### src/rtl/link_change_detect.sv
module link_change_detect #(
  parameter int SYNC_STAGES = 2,
  parameter int DATA_W      = 8
) (
  input  logic              clk,
  input  logic              rst_n,
  input  logic              link_pin_i,
  input  logic              port_mode_i,
  input  logic              soft_reset_i,
  input  logic              reg_wr_i,
  input  logic              reg_addr_i,
  input  logic [DATA_W-1:0] reg_wdata_i,
  output logic [DATA_W-1:0] reg_rdata_o,
  output logic              irq_o
);
  localparam int FLAG_BIT  = 0;
  localparam int LEVEL_BIT = 1;
  localparam int IEN_BIT   = 0;

  logic [SYNC_STAGES-1:0] sync_q;
  logic level_q, flag_q, ien_q;
  logic eff_level, change, clr_req;
  logic unused_wdata;

  always_ff @(posedge clk or negedge rst_n)
    if (!rst_n) sync_q <= '0;
    else        sync_q <= {sync_q[SYNC_STAGES-2:0], link_pin_i};

  assign eff_level = sync_q[SYNC_STAGES-1] & ~port_mode_i & ~soft_reset_i;
  assign change    = eff_level ^ level_q;
  assign clr_req   = reg_wr_i & ~reg_addr_i & reg_wdata_i[FLAG_BIT];

  always_ff @(posedge clk or negedge rst_n)
    if (!rst_n) begin
      level_q <= 1'b0;
      flag_q  <= 1'b0;
      ien_q   <= 1'b0;
    end else begin
      level_q <= eff_level;
      flag_q  <= change | (flag_q & ~clr_req);
      if (reg_wr_i && reg_addr_i) ien_q <= reg_wdata_i[IEN_BIT];
    end

  always_comb begin
    reg_rdata_o = '0;
    if (!reg_addr_i) begin
      reg_rdata_o[FLAG_BIT]  = flag_q;
      reg_rdata_o[LEVEL_BIT] = eff_level;
    end else begin
      reg_rdata_o[IEN_BIT] = ien_q;
    end
  end

  assign irq_o = flag_q & ien_q;
  assign unused_wdata = ^reg_wdata_i;
endmodule

### config.mk
export PLATFORM = sky130hd
export DESIGN_NAME = link_change_detect
export DESIGN_NICKNAME = d
export VERILOG_FILES = /design/src/rtl/link_change_detect.sv
export SDC_FILE = /design/constraint.sdc
export NUM_CORES = 1
export LEC_CHECK = 0
export BUFFER_PORTS_ARGS = -buffer_cell sky130_fd_sc_hd__buf_4
export CORE_AREA = 2 2 39 41
export CTS_CLUSTER_DIAMETER = 30
export DETAILED_ROUTE_END_ITERATION = 10
export DIE_AREA = 0 0 41 43
export GPL_TIMING_DRIVEN = 0
export PLACE_DENSITY = 0.58
export SLEW_MARGIN = 40
export SYNTH_ARGS = -nofsm -noshare
export SYNTH_HDL_FRONTEND = slang
export SYNTH_SLANG_ARGS = --single-unit
### constraint.sdc
create_clock -name clk -period 1.36 [get_ports clk]
set_input_delay 0.408 -clock clk [delete_from_list [all_inputs] [get_ports clk]]
set_output_delay 0.408 -clock clk [all_outputs]
set_load 0.1 [all_outputs]
# Yosys cells after proc, flatten, opt, wreduce, memory -nomap -nowiden

Cells that the tools add are included.

Reductions and logical operators: 1
Bitwise logic cells: 12
Muxes and demuxes: 2

Operators by type and width:

| operator          | count |
|---|---|
| $and 1x1->1       | 6 |
| $not 1->1         | 4 |
| $mux 1            | 2 |
| $logic_and 1x1->1 | 1 |
| $or 1x1->1        | 1 |
| $xor 1x1->1       | 1 |

Register bits after elaboration: 5
Output and inout port bits: 9
Bits of input ports: 15
Word-level logic and storage cells: 19

# Longest topological paths before layout

Gate-level depths: netlist of the first run.

Depth in word-level cells: 6
Mapped depth: 3
Depth with buffers taken out: 3

# Worst setup path after synthesis of the first run

No wires, ideal clock.

Path kind: input to output
Start: input port port_mode_i
End: output port reg_rdata_o[1]
Buffers on the path: 0
Slack: -1.043 ns
Stages on the path: 2
Data arrival time: 1.995 ns
Data required time: 0.952 ns
Path through: nor3b_4 > nor2b_1

Longest elaborated chain between the ends: 4

RTL lines:

| item                     | RTL line | RTL |
|---|---|---|
| from (decl)              | 8        | `input logic port_mode_i,` |
| $not 1->1                | 29       | `assign eff_level = sync_q[SYNC_STAGES-1] & ~port_mode_i & ~soft_reset_i;` |
| $and 1x1->1 (2 in a row) | 29       |  |
| $mux 1                   | 46       | `if (!reg_addr_i) begin` |
| to (decl)                | 13       | `output logic [DATA_W-1:0] reg_rdata_o,` |

Every way passes these cells.

# Worst setup path after layout of the first run

Start: register sync_q[1]
End: output port reg_rdata_o[1]

Longest elaborated chain between the ends: 3

RTL lines:

| item                     | RTL line | RTL |
|---|---|---|
| from (decl)              | 20       | `logic [SYNC_STAGES-1:0] sync_q;` |
| from (signal assigned)   | 27       | `else sync_q <= {sync_q[SYNC_STAGES-2:0], link_pin_i};` |
| $and 1x1->1 (2 in a row) | 29       |  |
| named net eff_level      | 22       | `logic eff_level, change, clr_req;` |
| $mux 1                   | 46       |  |

The timed path passes the listed nets, and every way through them passes these cells.

==> results of run 1 <==
logic make-up (layout without fill, tap and decap cells):
logic type / count (synthesis) / in the layout
buffers and inverters: 6 / 23
DFF: 5 / 5
xor gates and xnor gates: 1 / 1
and+or+nand+nor: 6 / 6
AOI/OAI and AO/OA: 1 / 1
muxes: 2 / 2
other: 1 / 6
cell usage in the layout, fill, tap and decap left out:
master         instances
clkbuf_4               3
buf_12                 3
conb_1                 6
nor2b_4                1
mux2_2                 1
o21ai_0                1
dlygate4sd3_1          1
nand2_1                3
nor3b_4                1
buf_4                 15
dfrtp_1                5
and2_4                 1
clkbuf_1               1
xnor2_1                1
mux2_4                 1
state kept, by name, indices dropped and copies added, names as in the netlist:
signal / count
ien_q: 1
sync_q: 2
level_q: 1
flag_q: 1
final timing paths:
path                                       end  cells after the start
max reg2reg                   flag_q$_DFF_PN0_                      5
max in group asynchronous    ien_q$_DFFE_PN0P_                      2
min reg2reg                sync_q[1]$_DFF_PN0_                      0
min in group asynchronous  sync_q[0]$_DFF_PN0_                      2
max                             reg_rdata_o[1]                      3
min                        sync_q[0]$_DFF_PN0_                      1
cells in the mapped netlist:
library cell and n:
nor2b_1 1, nor3b_4 1, nand2_1 3, conb_1 1, o21ai_0 1, buf_4 6, xnor2_1 1, dfrtp_1 5
mux2_2 2, and2_1 1
cell type report:
cell class | instances | area share (%)
plain buffers | 6 | 9.60
clock buffers | 4 | 5.60
multi-input cells | 16 | 24.5
flip-flops and latches | 5 | 26.7
well taps | 16 | 4.27
repair buffers | 13 | 29.3
power groups by stage:
stage	Clock [mW]	Combinational, mW	Sequential, mW
after floorplan	0	0.204	0.170
after global placement	0	0.245	0.171
after detailed placement	0	0.246	0.172
after CTS	0.174	0.290	0.170
after global routing	0.190	0.304	0.171
final	0.166	0.291	0.171
per-layer routing:
metal  GRT usage (%)  share of wire, %  vias up
met5               0                 0        -
met4            2.00                 0        0
met3            5.24                17        0
met2            9.69                48       11
met1            6.25                35       87
li1                -                 -      100
through the flow:
step	util [%]	TNS, ps
2_1_floorplan	-	-227
4_1_cts	33.4	-294
3_3_place_gp	27.4	-371
6_report	33.9	-257
5_1_grt	33.9	-370
3_5_place_dp	27.4	-377
timing repair:
item                                    in CTS  in global routing
endpoints found under the setup margin       3                  3
hold endpoints to repair                     5                  0
setup buffers                                1                  1
cloned                                       0                  0
gates resized for setup                     10                  0
hold buffers                                 1                  0
pin swaps                                    1                  1
==> key figures, run 1 <==
Run status
  • Status: complete, but fails checks
  • Failing checks: negative setup slack

Routing
  • Post-Route WL: 400 microns
  • DRT iter0 DRCs: 2
  • Vias: 198
  • Final ANT Viol Nets: 0
  • Routed vias/inst: 3.30
  • DRC errors left: 0
  • Initial DRT Pass Iterations: 2
  • Avg WL per Cell: 6.67 microns

Layout
  • Area delta synth->final: 85.6%
  • Number of antenna repair diodes: 0
  • Multi-input gate area: 115 sq um
  • Final instance area: 469 sq um
  • Final std cells w/o fill: 60
  • Filler cells: 150
  • Net count, final: 60
  • Layout cells sized above 1: 59.1%
  • Sequential cell area: 125 sq um

Floorplan
  • DIE WIDTH: 41 microns
  • Die area: 0.00176 sq mm
  • Core area: 0.00138 sq mm
  • FP Rows: 14
  • Die Ht: 43 microns
  • IO Pins: 24
  • Effective utilization at floorplan: 18.3%

Yosys
  • Adder-cell share of the synthesized area: 0%
  • Syn. warnings: 0
  • Post-synth top area cell: dfrtp_1
  • Mapped Area: 253 sq um
  • Simple-gate share of the synthesized area: 16.8%
  • Yosys top cell area share: 49.5%
  • Post-synth cell types: 10
  • Mux contribution to synthesized area: 8.91%
  • Seq cells post-synth: 5
  • Largest family of logic cells by synthesized area: buffers and inverters
  • Compound-Gate Fraction of Synth Area: 1.98%
  • Area contributors post-synth: dfrtp_1, buf_4, mux2_2
  • Sequential-to-total area share from yosys stat: 49.5%
  • Gate Count Post-Synth: 22
  • Syn avg cell area: 11.5 sq um
  • Synth Area in XOR/XNOR: 3.47%

Global route
  • First-pass GRT wire length: 731 microns
  • Vias in the first global route: 205
  • Initial antenna violation count: 0
  • Congestion Overflow GR: 0
  • Pin count of the biggest net entering global routing: 6
  • GRT Total Usage: 6.37%

Setup path
  • Worst-path cell chain: nor3b_4 -> nor2b_4 -> buf_12
  • Critical path peak fanout: 2
  • CP Data Required Time: 950 ps
  • Critical path's slowest cell: dfrtp_1
  • CP Class: reg2out
  • Top cell family by delay on the critical path: simple AND/OR/NAND/NOR gates
  • Data arrival time of the worst path: 1090 ps
  • Reg2Reg Setup Slack: 300 ps
  • Critical R2R Launch: sync_q[1]$_DFF_PN0_
  • Crit path buf inv count: 1
  • Crit path from: sync_q[1]$_DFF_PN0_
  • Largest stage delay, worst path: 310 ps
  • CP Capture Type: output port
  • CP startpoint kind: flip-flop

Placement
  • Setup WS pre-CTS: -266 ps
  • DPL Wire Length: 330 microns
  • Port bufs: 10
  • Dpl cells: 53
  • RePlAce Congestion: 0.564
  • Cell Area, Placed: 379 sq um

Pwr
  • LEAKAGE: 0.237 nW
  • Switching part of the total: 40.5%
  • Switch Pwr: 254 uW
  • Cell internal pwr: 373 uW
  • Combinational cell fraction of total power: 46.3%
  • Maximum VDD drop: 495 uV
  • Clock Power Share: 26.5%
  • Pwr dens: 1340 mW/mm^2
  • Sequential Power Share: 27.2%
  • Total Power: 627 uW

Timing
  • RSZ-0062 raised after global routing: true
  • Clock Skew: 1.08 ps
  • Fin. Hold Viols: 0
  • Max Clk Rate: 666 MHz
  • Fin crit period: 1500 ps
  • Slack of the critical path: -141 ps
  • Final Max Tran Viols: 0
  • Hold_ws: 276 ps
  • Final setup viols: 2
  • Final worst path period share: 110%

CTS
  • CTS clk-pin slew, worst paths: 40 ps
  • Clock Tree Buf Depth: 2
  • Clock Latency Late Sink: 240 ps
  • Clock root buffer: clkbuf_4
  • # clock sinks: 5
  • TritonCTS clock tree: yes
  • H-tree Lvls: 1
  • TritonCTS Buffers: 3

Min path
  • Hold Crit Class: in2reg
  • Worst min-delay path startpoint: link_pin_i

Job
  • Max-cap viol count: 0
No activity file was read; power rests on OpenSTA's default activity.
==> inputs of run 2 (changes only) <==
--- a/config.mk
+++ b/config.mk
@@ -11,7 +11,7 @@
 export DETAILED_ROUTE_END_ITERATION = 10
 export DIE_AREA = 0 0 41 43
 export GPL_TIMING_DRIVEN = 0
-export PLACE_DENSITY = 0.58
+export PLACE_DENSITY = 0.54
 export SLEW_MARGIN = 40
 export SYNTH_ARGS = -nofsm -noshare
 export SYNTH_HDL_FRONTEND = slang
==> run 2 against run 1 <==
Net effect:
- the run still ends with negative setup slack left
- via count grew 2.0%
- clock power is essentially flat
- register-to-register slack better by 100 ps
- combinational power about the same
- non-clock buffer count shrank 1
- critical path type unchanged
- critical endpoint unchanged
- largest cell class unchanged
- largest power group unchanged
==> key figures, run 2 (synthesis results as in run 1) <==
Routing
  • Vias: 202
  • Post-Route WL: 471 microns
  • DRT iter0 DRCs: 1
  • Avg WL per Cell: 7.98 microns
  • DRC errors left: 0
  • Routed vias/inst: 3.42
  • Initial DRT Pass Iterations: 2
  • Final ANT Viol Nets: 0

Pwr
  • Clock Power Share: 26.7%
  • Maximum VDD drop: 541 uV
  • Total Power: 629 uW
  • Switching part of the total: 40.8%
  • Cell internal pwr: 372 uW
  • Combinational cell fraction of total power: 46.0%
  • Pwr dens: 1360 mW/mm^2
  • Sequential Power Share: 27.3%
  • Switch Pwr: 257 uW
  • LEAKAGE: 0.232 nW

Global route
  • Vias in the first global route: 199
  • GRT Total Usage: 6.58%
  • Initial antenna violation count: 0
  • Pin count of the biggest net entering global routing: 6
  • Congestion Overflow GR: 0
  • First-pass GRT wire length: 745 microns

Setup path
  • CP startpoint kind: flip-flop
  • CP Class: reg2out
  • Worst-path cell chain: nor3b_4 -> nor2b_4 -> buf_12
  • Critical path's slowest cell: dfrtp_1
  • CP Capture Type: output port
  • Data arrival time of the worst path: 1120 ps
  • Critical path peak fanout: 2
  • Top cell family by delay on the critical path: simple AND/OR/NAND/NOR gates
  • Largest stage delay, worst path: 330 ps
  • CP Data Required Time: 950 ps
  • Crit path buf inv count: 1

Layout
  • Filler cells: 151
  • Largest register FFs: 2
  • Net count, final: 59
  • Layout cells sized above 1: 58.1%
  • Most frequent cells in the layout: buf_4, conb_1, dfrtp_1
  • Area delta synth->final: 82.7%
  • Final instance area: 462 sq um
  • Final std cells w/o fill: 59
  • Final Core Density: 33.4%
  • Register with the most flip-flops: sync_q
  • Number of antenna repair diodes: 0
  • Most common cell after layout, fill and taps aside: buf_4

Timing
  • Final setup viols: 3
  • Fin. Hold Viols: 0
  • Slack of the critical path: -168 ps
  • Final Max Tran Viols: 0
  • Clock Skew: 3.46 ps
  • Setup TNS: -304 ps
  • Fin crit period: 1530 ps
  • RSZ-0062 raised after global routing: true
  • Hold_ws: 278 ps
  • Max Clk Rate: 654 MHz
  • Final worst path period share: 112%

Placement
  • Port bufs: 10
  • RePlAce Congestion: 0.575
  • Setup WS pre-CTS: -297 ps
  • Cell Area, Placed: 379 sq um
  • Dpl cells: 53

CTS
  • TritonCTS Buffers: 3
  • Clock Tree Buf Depth: 2
  • Clock root buffer: clkbuf_4
  • H-tree Lvls: 1
  • # clock sinks: 5
  • CTS clk-pin slew, worst paths: 40 ps
  • Clock Latency Late Sink: 240 ps
  • TritonCTS clock tree: yes

Floorplan
  • Die area: 0.00176 sq mm
  • Die Ht: 43 microns
  • DIE WIDTH: 41 microns
  • IO Pins: 24
  • Effective utilization at floorplan: 18.3%
  • FP Rows: 14
  • Core area: 0.00138 sq mm

Min path
  • Hold Crit Class: in2reg

Run status
  • Failing checks: negative setup slack
  • Status: complete, but fails checks

Job
  • Max-cap viol count: 0
==> run 2: changes by cell type in the layout (fill, tap and decap cells not counted) <==
cell and delta:
buf_4 -1
==> run 2: worst paths after layout <==
path / startpoint / to / slack [ps] / cells past startpoint
setup / recovery: sync_q[1]$_DFF_PN0_ / reg_rdata_o[1] / -170 / 3
hold / removal: link_pin_i / sync_q[0]$_DFF_PN0_ / 280 / 1
setup reg to reg: sync_q[1]$_DFF_PN0_ / flag_q$_DFF_PN0_ / 400 / 4
hold reg to reg: sync_q[0]$_DFF_PN0_ / sync_q[1]$_DFF_PN0_ / 340 / 0
max in group asynchronous: rst_n / level_q$_DFF_PN0_ / 750 / 2
min in group asynchronous: rst_n / ien_q$_DFFE_PN0P_ / 500 / 2
==> run 2: area by class of cell <==
type                            count  area, sq um  area share [%]
Buffer                              6         45.0            9.76
Clock buffer                        4         26.3            5.69
Multi-Input combinational cell     16          115            24.9
Sequential cell                     5          125            27.1
Tap cell                           16         20.0            4.34
Timing Repair Buffer               12          130            28.2
==> run 2: what timing repair did <==
item                                    4_1_cts  5_1_grt
endpoints found under the setup margin        3        3
pin swaps                                     1        0
hold endpoints to repair                      5        0
buffers inserted                              1        0
hold buffers                                  1        0
resized for setup                            10        0
==> run 2: per-layer routing <==
metal / share of wire [%] / track usage [%] / vias to the layer above
li1: - / - / 98
met1: 32 / 5.61 / 91
met3: 15 / 4.71 / 0
met5: 0 / 0 / -
met4: 0 / 2.00 / 0
met2: 53 / 11.3 / 13
==> run 2: power groups by stage <==
stage	Sequential, mW	Combinational (mW)	Clock, mW
detailed placement	0.173	0.246	0
floorplan	0.170	0.204	0
global route	0.173	0.301	0.187
CTS	0.171	0.290	0.176
global placement	0.171	0.245	0
finish	0.172	0.289	0.168
==> inputs of run 3 (changes only) <==
--- a/config.mk
+++ b/config.mk
@@ -11,7 +11,9 @@
 export DETAILED_ROUTE_END_ITERATION = 10
 export DIE_AREA = 0 0 41 43
 export GPL_TIMING_DRIVEN = 0
+export MAX_ROUTING_LAYER = met4
 export PLACE_DENSITY = 0.54
+export SETUP_SLACK_MARGIN = 0.1
 export SLEW_MARGIN = 40
 export SYNTH_ARGS = -nofsm -noshare
 export SYNTH_HDL_FRONTEND = slang
==> run 3 against run 2 <==
Net effect:
- the flow still finishes with violations (negative setup slack)
- clock power barely moved
- fmax is 0.23% higher
- design area unchanged
- sequential power is essentially flat
- core utilization stayed put
- routed wire length down 2.1%
- worst hold slack improved by 1.7 ps
- power fell by 0.18%
- critical endpoint unchanged
- largest cell class unchanged
- largest power group unchanged
- highest routed layer unchanged
==> key figures, run 3 (synthesis results as in run 1) <==
Placement
  • Dpl cells: 53
  • Port bufs: 10
  • RePlAce Congestion: 0.578
  • Setup WS pre-CTS: -297 ps

Layout
  • Register with the most flip-flops: sync_q
  • Layout cells sized above 1: 58.1%
  • Net count, final: 59
  • Most frequent cells in the layout: buf_4, conb_1, dfrtp_1
  • Most common cell after layout, fill and taps aside: buf_4
  • Number of antenna repair diodes: 0
  • Largest register FFs: 2
  • Final std cells w/o fill: 59
  • Area delta synth->final: 82.7%

Setup path
  • CP Class: reg2out
  • Critical path peak fanout: 2
  • Critical R2R Launch: sync_q[1]$_DFF_PN0_
  • Reg2Reg Setup Slack: 400 ps
  • CP Data Required Time: 950 ps
  • CP Capture Type: output port
  • FF-to-FF path depth: 4
  • CP startpoint kind: flip-flop
  • Data arrival time of the worst path: 1120 ps
  • RR Endpoint: flag_q$_DFF_PN0_

Timing
  • Final setup viols: 3
  • RSZ-0062 raised after global routing: true
  • Fin crit period: 1520 ps
  • Clock Skew: 3.44 ps
  • Slack of the critical path: -165 ps
  • Final Max Tran Viols: 0
  • Max Clk Rate: 656 MHz
  • Final worst path period share: 112%
  • Hold_ws: 279 ps
  • Fin. Hold Viols: 0
  • Setup TNS: -300 ps

Global route
  • First-pass GRT wire length: 731 microns
  • Initial antenna violation count: 0
  • GR peak layer: met2
  • Pin count of the biggest net entering global routing: 6
  • GRT met1 Usage: 5.28%
  • Vias in the first global route: 200
  • Congestion Overflow GR: 0
  • M2 GR Usage: 11.3%
  • GRT Total Usage: 6.64%
  • Grt met3 use: 4.71%

Pwr
  • Maximum VDD drop: 538 uV
  • LEAKAGE: 0.232 nW
  • Pwr dens: 1360 mW/mm^2
  • Total Power: 628 uW

Routing
  • Initial DRT Pass Iterations: 3
  • Avg WL per Cell: 7.81 microns
  • Final ANT Viol Nets: 0
  • DRT iter0 DRCs: 1
  • Post-Route WL: 461 microns
  • DRC errors left: 0
  • Vias: 201
  • Routed vias/inst: 3.41

Min path
  • Hold Path Stages: 1
  • Hold EP: sync_q[0]$_DFF_PN0_
  • Worst min-delay path startpoint: link_pin_i
  • Hold Crit Class: in2reg

CTS
  • Clock root buffer: clkbuf_4
  • TritonCTS clock tree: yes
  • CTS clk-pin slew, worst paths: 40 ps
  • Clock Tree Buf Depth: 2
  • TritonCTS Buffers: 3
  • # clock sinks: 5
  • H-tree Lvls: 1
  • Clock Latency Late Sink: 240 ps

Floorplan
  • FP Rows: 14
  • IO Pins: 24
  • Effective utilization at floorplan: 18.3%
  • Die Ht: 43 microns
  • Core area: 0.00138 sq mm
  • Die area: 0.00176 sq mm
  • DIE WIDTH: 41 microns

Job
  • Max-cap viol count: 0

Run status
  • Status: complete, but fails checks
  • Failing checks: negative setup slack
-- run 3: cell counts in the layout (fill, tap and decap cells not counted) --
Identical to the previous run, type by type.
-- run 3: metal layers --
metal  wire length, microns  share of wire (%)  vias up
met5                      0                  0        -
met4                      0                  0        0
met3                     60                 13        0
li1                       -                  -       99
met2                    241                 52       11
met1                    159                 34       91
-- run 3: how the worst max path moves through the flow --
stage,start,endpoint,slack (ps)
after floorplan,port_mode_i,reg_rdata_o[1],-230
after global placement,port_mode_i,reg_rdata_o[1],-260
after detailed placement,port_mode_i,reg_rdata_o[1],-300
after CTS,sync_q[1]$_DFF_PN0_,reg_rdata_o[1],-190
after global routing,sync_q[1]$_DFF_PN0_,reg_rdata_o[1],-240
final,sync_q[1]$_DFF_PN0_,reg_rdata_o[1],-160
-- run 3: report_power, final --
| group | leakage, nW | switching (mW) | internal (mW) | total (mW) |
|---|---|---|---|---|
| clock network | 0.0150 | 0.0561 | 0.111 | 0.167 |
| registers | 0.0592 | 0.00852 | 0.163 | 0.171 |
| logic | 0.158 | 0.191 | 0.0986 | 0.289 |
-- run 3: timing repair --
action	4_1_cts	5_1_grt
setup buffers	1	0
cloned	0	0
gates resized for setup	10	0
pin swaps	1	1
endpoints found under the hold margin	5	0
hold buffers	1	0
setup endpoints to repair	3	3
-- run 3: worst max-delay path, cell delays in order, from the launching register on --
cell and delay, ps:
dfrtp_1 330, nor3b_4 190, nor2b_4 190, buf_12 180
-- run 3: layout make-up --
class	instances	area, sq um
multi-input combinational	16	115
tap	16	20.0
clock buffer	4	26.3
fill	151	922
buffer	6	45.0
timing repair buffer	12	130
sequential	5	125
-- run 3: metrics by stage --
stage / instance area, sq um / util [%]
floorplan: 284 / -
global placement: 379 / 27.4
detailed placement: 379 / 27.4
CTS: 462 / 33.4
global route: 462 / 33.4
finish: 462 / 33.4
